<file path="src/rtl/evt_irq_pkg.sv">
package evt_irq_pkg;

    // Register banks selected by reg_addr[3:2]; the order is decoded by the top.
    typedef enum logic [1:0] {
        BANK_PEND   = 2'd0,
        BANK_MASK_A = 2'd1,
        BANK_MASK_B = 2'd2,
        BANK_MASK_C = 2'd3
    } bank_e;

    // Number of interrupt lines, one mask bank each (A, B, C).
    localparam int IRQ_LINES = 3;

    // Width of the group field at the top of an event code.
    localparam int GRP_FIELD_W = 2;

endpackage

</file>
<file path="src/rtl/evt_code_decode.sv">
module evt_code_decode #(
    parameter int GROUPS = 3,
    parameter int DATA_W = 32,
    localparam int BIT_W  = $clog2(DATA_W),
    localparam int CODE_W = BIT_W + evt_irq_pkg::GRP_FIELD_W
) (
    input  logic                           evt_valid,
    input  logic [CODE_W-1:0]              evt_code,
    output logic [GROUPS-1:0][DATA_W-1:0]  set_vec
);

    logic [evt_irq_pkg::GRP_FIELD_W-1:0] grp_field;
    logic [BIT_W-1:0]                    bit_field;

    assign grp_field = evt_code[CODE_W-1 -: evt_irq_pkg::GRP_FIELD_W];
    assign bit_field = evt_code[BIT_W-1:0];

    // One-hot set vector; a group field beyond GROUPS-1 matches nothing.
    always_comb begin
        set_vec = '0;
        for (int g = 0; g < GROUPS; g++) begin
            if (evt_valid && (int'(grp_field) == g)) begin
                set_vec[g][bit_field] = 1'b1;
            end
        end
    end

endmodule

</file>
<file path="src/rtl/evt_pend_word.sv">
module evt_pend_word #(
    parameter int DATA_W = 32
) (
    input  logic              clk,
    input  logic              rst_n,
    input  logic [DATA_W-1:0] set_bits,
    input  logic              clr_en,
    input  logic [DATA_W-1:0] clr_bits,
    output logic [DATA_W-1:0] pend
);

    logic [DATA_W-1:0] clr_mask;
    logic [DATA_W-1:0] pend_nxt;

    // Clear first, then OR in new events so a colliding event survives.
    always_comb begin
        clr_mask = clr_en ? clr_bits : '0;
        pend_nxt = (pend & ~clr_mask) | set_bits;
    end

    always_ff @(posedge clk or negedge rst_n) begin
        if (!rst_n) begin
            pend <= '0;
        end else begin
            pend <= pend_nxt;
        end
    end

endmodule

</file>
<file path="src/rtl/evt_mask_word.sv">
module evt_mask_word #(
    parameter int DATA_W = 32
) (
    input  logic              clk,
    input  logic              rst_n,
    input  logic              wr_en,
    input  logic [DATA_W-1:0] wdata,
    output logic [DATA_W-1:0] mask
);

    always_ff @(posedge clk or negedge rst_n) begin
        if (!rst_n) begin
            mask <= '0;
        end else if (wr_en) begin
            mask <= wdata;
        end
    end

endmodule

</file>
<file path="src/rtl/evt_irq_reduce.sv">
module evt_irq_reduce #(
    parameter int GROUPS = 3,
    parameter int DATA_W = 32,
    parameter int LINES  = evt_irq_pkg::IRQ_LINES
) (
    input  logic [GROUPS-1:0][DATA_W-1:0]             pend,
    input  logic [LINES-1:0][GROUPS-1:0][DATA_W-1:0]  masks,
    output logic [LINES-1:0]                          irq
);

    for (genvar l = 0; l < LINES; l++) begin : g_line
        logic hit;
        always_comb begin
            hit = 1'b0;
            for (int g = 0; g < GROUPS; g++) begin
                hit = hit | (|(pend[g] & masks[l][g]));
            end
        end
        assign irq[l] = hit;
    end

endmodule

</file>
<file path="src/rtl/evt_irq_hub.sv">
module evt_irq_hub #(
    parameter int GROUPS = 3,
    parameter int DATA_W = 32,
    localparam int BIT_W  = $clog2(DATA_W),
    localparam int CODE_W = BIT_W + evt_irq_pkg::GRP_FIELD_W,
    localparam int ADDR_W = 4
) (
    input  logic              clk,
    input  logic              rst_n,
    input  logic              evt_valid,
    input  logic [CODE_W-1:0] evt_code,
    input  logic              reg_wr,
    input  logic [ADDR_W-1:0] reg_addr,
    input  logic [DATA_W-1:0] reg_wdata,
    output logic [DATA_W-1:0] reg_rdata,
    output logic              irq_a,
    output logic              irq_b,
    output logic              irq_c
);

    import evt_irq_pkg::*;

    localparam int LINES = IRQ_LINES;

    logic [GROUPS-1:0][DATA_W-1:0]             set_vec;
    logic [GROUPS-1:0][DATA_W-1:0]             pend_q;
    logic [LINES-1:0][GROUPS-1:0][DATA_W-1:0]  mask_q;
    logic [LINES-1:0]                          irq_vec;

    bank_e      bank_sel;
    logic [1:0] grp_sel;
    logic       grp_ok;

    assign bank_sel = bank_e'(reg_addr[3:2]);
    assign grp_sel  = reg_addr[1:0];
    assign grp_ok   = int'(grp_sel) < GROUPS;

    evt_code_decode #(
        .GROUPS (GROUPS),
        .DATA_W (DATA_W)
    ) u_decode (
        .evt_valid (evt_valid),
        .evt_code  (evt_code),
        .set_vec   (set_vec)
    );

    for (genvar g = 0; g < GROUPS; g++) begin : g_grp
        logic clr_hit;
        assign clr_hit = reg_wr && (bank_sel == BANK_PEND) && (int'(grp_sel) == g);

        evt_pend_word #(
            .DATA_W (DATA_W)
        ) u_pend (
            .clk      (clk),
            .rst_n    (rst_n),
            .set_bits (set_vec[g]),
            .clr_en   (clr_hit),
            .clr_bits (reg_wdata),
            .pend     (pend_q[g])
        );

        for (genvar l = 0; l < LINES; l++) begin : g_mask
            logic wr_hit;
            assign wr_hit = reg_wr && (int'(bank_sel) == l + 1) && (int'(grp_sel) == g);

            evt_mask_word #(
                .DATA_W (DATA_W)
            ) u_mask (
                .clk   (clk),
                .rst_n (rst_n),
                .wr_en (wr_hit),
                .wdata (reg_wdata),
                .mask  (mask_q[l][g])
            );
        end
    end

    evt_irq_reduce #(
        .GROUPS (GROUPS),
        .DATA_W (DATA_W),
        .LINES  (LINES)
    ) u_reduce (
        .pend  (pend_q),
        .masks (mask_q),
        .irq   (irq_vec)
    );

    // Readback mux; group slot 3 of every bank reads as zero.
    always_comb begin
        reg_rdata = '0;
        if (grp_ok) begin
            unique case (bank_sel)
                BANK_PEND:   reg_rdata = pend_q[grp_sel];
                BANK_MASK_A: reg_rdata = mask_q[0][grp_sel];
                BANK_MASK_B: reg_rdata = mask_q[1][grp_sel];
                BANK_MASK_C: reg_rdata = mask_q[2][grp_sel];
            endcase
        end
    end

    assign irq_a = irq_vec[0];
    assign irq_b = irq_vec[1];
    assign irq_c = irq_vec[2];

endmodule

</file>
<file path="config.mk">
export PLATFORM = sky130hd
export DESIGN_NAME = evt_irq_hub
export DESIGN_NICKNAME = d
export VERILOG_FILES = /design/src/rtl/evt_irq_pkg.sv /design/src/rtl/evt_code_decode.sv /design/src/rtl/evt_pend_word.sv /design/src/rtl/evt_mask_word.sv /design/src/rtl/evt_irq_reduce.sv /design/src/rtl/evt_irq_hub.sv
export SDC_FILE = /design/constraint.sdc
export NUM_CORES = 1
export LEC_CHECK = 0
export BUFFER_PORTS_ARGS = -buffer_cell sky130_fd_sc_hd__buf_2
export CAP_MARGIN = 20
export CORE_MARGIN = 2
export CORE_UTILIZATION = 30
export CTS_CLUSTER_DIAMETER = 50
export CTS_CLUSTER_SIZE = 12
export DETAILED_ROUTE_END_ITERATION = 10
export HOLD_SLACK_MARGIN = 0.12
export PLACE_DENSITY_LB_ADDON = 0.2
export SLEW_MARGIN = 40
export SYNTH_ARGS = -nofsm -noshare
export SYNTH_HDL_FRONTEND = slang
export SYNTH_SLANG_ARGS = --single-unit
</file>
<file path="constraint.sdc">
create_clock -name clk -period 2.5 [get_ports clk]
set_clock_uncertainty 0.2 [all_clocks]
set_input_delay 0.625 -clock clk [delete_from_list [all_inputs] [get_ports clk]]
set_output_delay 0.625 -clock clk [all_outputs]
set_load 0.01 [all_outputs]
</file>
# After elaboration in Yosys (flattened, before gate mapping)
# Cells that the tools add are included.
# word_totals
ff_bits	384
# op_classes
mux	18
n_reduce_logical	32
n_bitwise	24
magnitude_cmp	4
eq_ne	10
# op_table
operator	count
32-bit AND	12
32-bit 2-to-1 mux	11
32-bit OR reduction	9
32-bit binary-select mux with 2-bit select	4
32-bit case mux with 4 select lines	1
32-bit inverter	3
32-bit OR	3
1-bit logical AND	20
2-bit == test, second input constant	8
2-bit zero test	3
5-bit by 6-bit < comparator with 1-bit output, second input constant	1
1-bit OR	6
1-bit demux with 5-bit select	1
5-bit by 1-bit >= comparator with 1-bit output, second input constant	1
2-bit by 1-bit == test with 1-bit output, second input constant	2
2-bit by 3-bit < comparator with 1-bit output, second input constant	1
2-bit < comparator, second input constant	1
1-bit 2-to-1 mux	1

# Logic depth before layout (Yosys ltp)
# depth
word_depth	7
depth_mapped	8
mapped_depth_nobuf	5

# By module
# Synthesis repeated with hierarchy kept, for this count alone.
# unflattened
cells_unflattened	1741
hier_area_um2	21312.9
# modules_own_cells
module	cells_per_inst	area_each_um2	instances	seq_area_each_um2
evt_mask_word	68	1345.0	9	800.8
evt_pend_word	99	1194.9	3	800.8
evt_irq_hub	505	3532.1	1	0.0
evt_irq_reduce	190	1432.6	1	0.0
evt_code_decode	137	658.1	1	0.0

# Least setup slack after synthesis
# OpenSTA, ideal clock, no wires.
# synth_timing
kind	input to output
from	in reg_addr[2]
to	out reg_rdata[13]
path_buffers	3
path_slack_ns	-0.049
t_arrival_ns	1.724
required_ns	1.675
cell_stages	8
path_cell_list	buf_2 or2_2 clkbuf_1 buf_4 nor2_1 o21ai_0 o211ai_1 a21oi_1
# synth_via
elab_chain_len	3
word_cells_on_any_way	6
# synth_lines
item	line_no	text
start: declaration	evt_irq_hub.sv:13	input logic [ADDR_W-1:0] reg_addr,
2-bit == test, or another cell as far along	evt_irq_hub.sv:92	unique case (bank_sel)
32-bit case mux with 4 select lines *	evt_irq_hub.sv:92	
32-bit 2-to-1 mux *	evt_irq_hub.sv:91	if (grp_ok) begin
end: declaration	evt_irq_hub.sv:15	output logic [DATA_W-1:0] reg_rdata,
# Every way passes the cells marked *; elsewhere a longest branch is shown, timed or not.

# Final worst setup path
# layout_timing
from	reg g_grp[2].g_mask[2].u_mask.mask[26]
to	out irq_c
# layout_via
elab_chain_len	3
# layout_lines
item	line_no	text
start: declaration	evt_mask_word.sv:8	output logic [DATA_W-1:0] mask
start signal: assignment	evt_mask_word.sv:15	mask <= wdata;
32-bit AND	evt_irq_reduce.sv:16	hit = hit | (|(pend[g] & masks[l][g]));
32-bit OR reduction	evt_irq_reduce.sv:16	
1-bit OR	evt_irq_reduce.sv:16	
end: declaration	evt_irq_hub.sv:18	output logic irq_c
# Every way passes these cells.

==> metrics.md <==
| Metric | Value |
|---|---|
| CTS clk-pin slew, worst paths | 0.06 ns |
| Hold Path Depth | 3 |
| Crit end category | output port |
| Initial Util | 0.302 |
| Main flop type after synthesis | dfrtp_1 |
| Largest family of logic cells by synthesized area | multiplexers |
| Xor/xnor share of the synthesized area | 0 |
| Total track usage | 0.313 |
| Overall Power | 24.3 mW |
| WHS Endpoint | g_grp[0].u_pend.pend[13] |
| Smallest setup slack after layout | -0.819 ns |
| TritonCTS clock tree | done |
| Average size of a mapped cell | 11.1 um2 |
| Initial antenna violation count | 3 |
| RSZ-0062 raised after global routing | true |
| Root Driver | clkbuf_16 |
| Vias post-DR | 19100 |
| R2R depth | 2 |
| First-pass GRT wire length | 150000 um |
| Tmin final | 3.32 ns |
| Crit Path Class | reg2out |
| Switching Fraction | 0.336 |
| Critical Path RT | 1.67 ns |
| PwrDens | 850 nW/um2 |
| Clk sinks | 384 |
| Yosys Warn Count | 0 |
| Die X | 261 um |
| Number of synthesized register bits | 384 |
| Asr flop ratio synth | 1.00 |
| Fin crit share | 1.33 |
| Setup-failing EPs final | 35 |
| Clock Path Buffers | 3 |
| Sum Neg Setup Slack | -12.71 ns |
| CP Data Arrival Time | 2.49 ns |
| Area Growth Syn to Fin | 44.1% |
| Cell count after synthesis | 1789 |
| Max-slew violations | 0 |
| Seq pwr share | 0.386 |
| Worst R2R End | g_grp[1].g_mask[1].u_mask.mask[6] |
| R2R setup slack | 1.26 ns |
| Number of enable flip-flop cells after synthesis | 0 |
| Fmax achieved | 301 MHz |
| Drt drc | 0 |
| CORE AREA | 65600 um2 |
| H-tree Lvls | 2 |
| RD Place Congestion | 1.02 |
| Ports | 82 |
| Die Ht | 261 um |
| GRT Residual Overflow | 0 |
| Post-synthesis cell area | 19800 um2 |
| Vias in the first global route | 19100 |
| Via-to-Cell Ratio | 5.98 |
| Count of input and output buffers | 81 |
| Sequential fraction of the synthesis area | 0.485 |
| Core Util, Final | 0.435 |
| Antenna-violating nets left | 0 |
| Worst-Skew Late Latency | 0.62 ns |
| Iteration-0 DRC Markers | 2051 |
| CP startpoint kind | flip-flop |
| Hold Violations, Final | 0 |
| Combinational share of power | 0.267 |
| Largest net degree at the start of global routing | 49 |
| CP Max Fanout | 2 |
| Worst reg2reg path startpoint | g_grp[1].g_mask[1].u_mask.mask[6] |
| Failing checks | setup timing |
| Total nets after synthesis | 1836 |
| DIE AREA | 68100 um2 |
| Pleak | 12.3 nW |
| Post-synthesis cell type count | 43 |
| Fillers | 6219 |
| Drt wl/cell | 33.6 um |
| CTS Buf Count | 56 |
| Status | complete, but fails checks |
| Slew headroom | 0.576 |
| Initial DRT Pass Iterations | 5 |
| Worst IR drop on VDD | 0.000470 V |
| Post-synthesis mux area share | 0.212 |
| Min-Delay Startpoint | reg_wdata[13] |
| Worst-margin pin slew | 0.635 ns |
| Switching power total | 8.16 mW |
| Clock share of power | 0.347 |
| Site Rows | 94 |
| Synthesized-area fraction occupied by and/or/nand/nor cells | 0.0877 |
| Internal Power | 16.1 mW |
| Worst hold path class | in2reg |
| Complex-gate fraction of the synthesized area | 0.174 |
| MaxCap Viol Count | 0 |
| Adder-Cell Fraction of Synth Area | 0 |
| DP HPWL | 75600 um |
| Layout cells sized above 1 | 0.484 |
| Final wirelength | 107000 um |
| Post-layout nets | 2332 |
[stage by stage]
step / area (um2) / hold WS (ns) / setup WS [ns] / cells
2_1_floorplan: 19900 / 0.129 / 0.0246 / 1789
3_3_place_gp: 24800 / 0.297 / -0.399 / 3044
3_5_place_dp: 24800 / 0.308 / -0.385 / 3044
4_1_cts: 28100 / 0.173 / -0.870 / 3185
5_1_grt: 28600 / 0.209 / -0.870 / 3196
6_report: 28600 / 0.195 / -0.819 / 3197
[synthesized netlist by cell type, types with 3 or more instances]
library cell  instances  area, um2
a21oi_1              33        165
a221oi_1             20        175
a22o_1               55        482
a22oi_1             106        796
buf_2                19       95.1
buf_4                32        240
buf_6                13        146
clkbuf_1             80        300
dfrtp_1             384       9610
mux2_1               70        788
mux2_2              218       2450
mux2i_1              96        961
nand2_1             239        897
nand2b_1              4       25.0
nand3_1              15       75.1
nand3b_1              4       30.0
nand4_1              26        163
nor2_1               45        169
nor2_2                4       25.0
nor2_4                6       67.6
nor2_8                3       60.1
nor2b_1               3       18.8
nor3_1                4       20.0
nor3b_1               4       30.0
nor4_1                6       37.5
o211ai_1             63        473
o21ai_0              89        445
o21ai_1              39        195
o22ai_1              32        200
o2bb2ai_1            60        526
or3_1                 3       18.8
[flip-flops by register name, indices dropped and copies added (netlist names)]
| register | count |
|---|---|
| g_grp.u_pend.pend | 96 |
| g_grp.g_mask.u_mask.mask | 288 |
[power by group through the flow]
stage / sequential, mW / combinational, mW / clock, mW
after detailed placement: 9.26 / 5.63 / 0
after CTS: 9.24 / 6.16 / 8.52
after floorplan: 8.36 / 2.47 / 0
final: 9.37 / 6.49 / 8.43
after global routing: 9.40 / 6.82 / 8.78
after global placement: 9.26 / 5.56 / 0
[cell type report]
class,count,area [um2],area share
clock buffers,73,1570,0.0548
diodes,1,2.50,0.0000876
clock inverters,32,397,0.0139
well taps,864,1080,0.0378
flip-flops and latches,384,9660,0.338
repair buffers,585,5580,0.195
inverters,1,8.76,0.000307
multi-input cells,1257,10300,0.360
[per-layer routing]
metal	vias up	part of all wire	GRT usage
met5	-	0	0
met1	9807	0.40	0.418
met3	348	0.10	0.0726
li1	7740	-	-
met2	1227	0.43	0.473
met4	0	0.066	0.166
[layout by cell type, fill, tap and decap left out, drive strengths merged, types with 16 or more instances in the layout]
cell / n
buf: 581
dfrtp: 384
mux2: 288
nand2: 240
o21ai: 128
a22oi: 106
mux2i: 96
clkbuf: 74
o211ai: 63
o2bb2ai: 60
nor2: 58
a22o: 55
a21oi: 33
o22ai: 32
nand4: 26
a221oi: 20
nand3: 16
[cell families (layout without fill, tap and decap cells)]
group / Yosys count / after routing
buffers and inverters: 148 / 691
DFF: 384 / 384
AOI/OAI and AO/OA: 497 / 497
muxes: 384 / 384
other: 0 / 1
and+or+nand+nor: 376 / 376
[critical path: stages, from the launching register on]
cell	delay [ns]
dfrtp_2	0.45
a22o_4	0.31
a221oi_2	0.19
buf_4	0.16
nand4_1	0.13
nor3_2	0.13
buf_4	0.15
nand3_2	0.07
buf_6	0.15
buf_6	0.11
[timing repair]
action,CTS,global route
hold endpoints to repair,36,0
hold buffers,1,0
gates cloned,15,1
resized for setup,234,134
setup buffers,22,20
pin swaps,66,81
endpoints found under the setup margin,35,35
[worst max path at each step]
stage	from	to	slack [ns]	cells after the start
after floorplan	reg_addr[1]	reg_rdata[31]	0.02	8
after detailed placement	g_grp[2].g_mask[2].u_mask.mask[26]	irq_c	-0.38	9
final	g_grp[2].g_mask[2].u_mask.mask[26]	irq_c	-0.82	9
after CTS	g_grp[2].g_mask[2].u_mask.mask[26]	irq_c	-0.87	9
after global routing	g_grp[1].g_mask[2].u_mask.mask[16]	irq_c	-0.87	9
after global placement	g_grp[2].g_mask[2].u_mask.mask[26]	irq_c	-0.40	9
No activity file was read; power rests on OpenSTA's default activity.
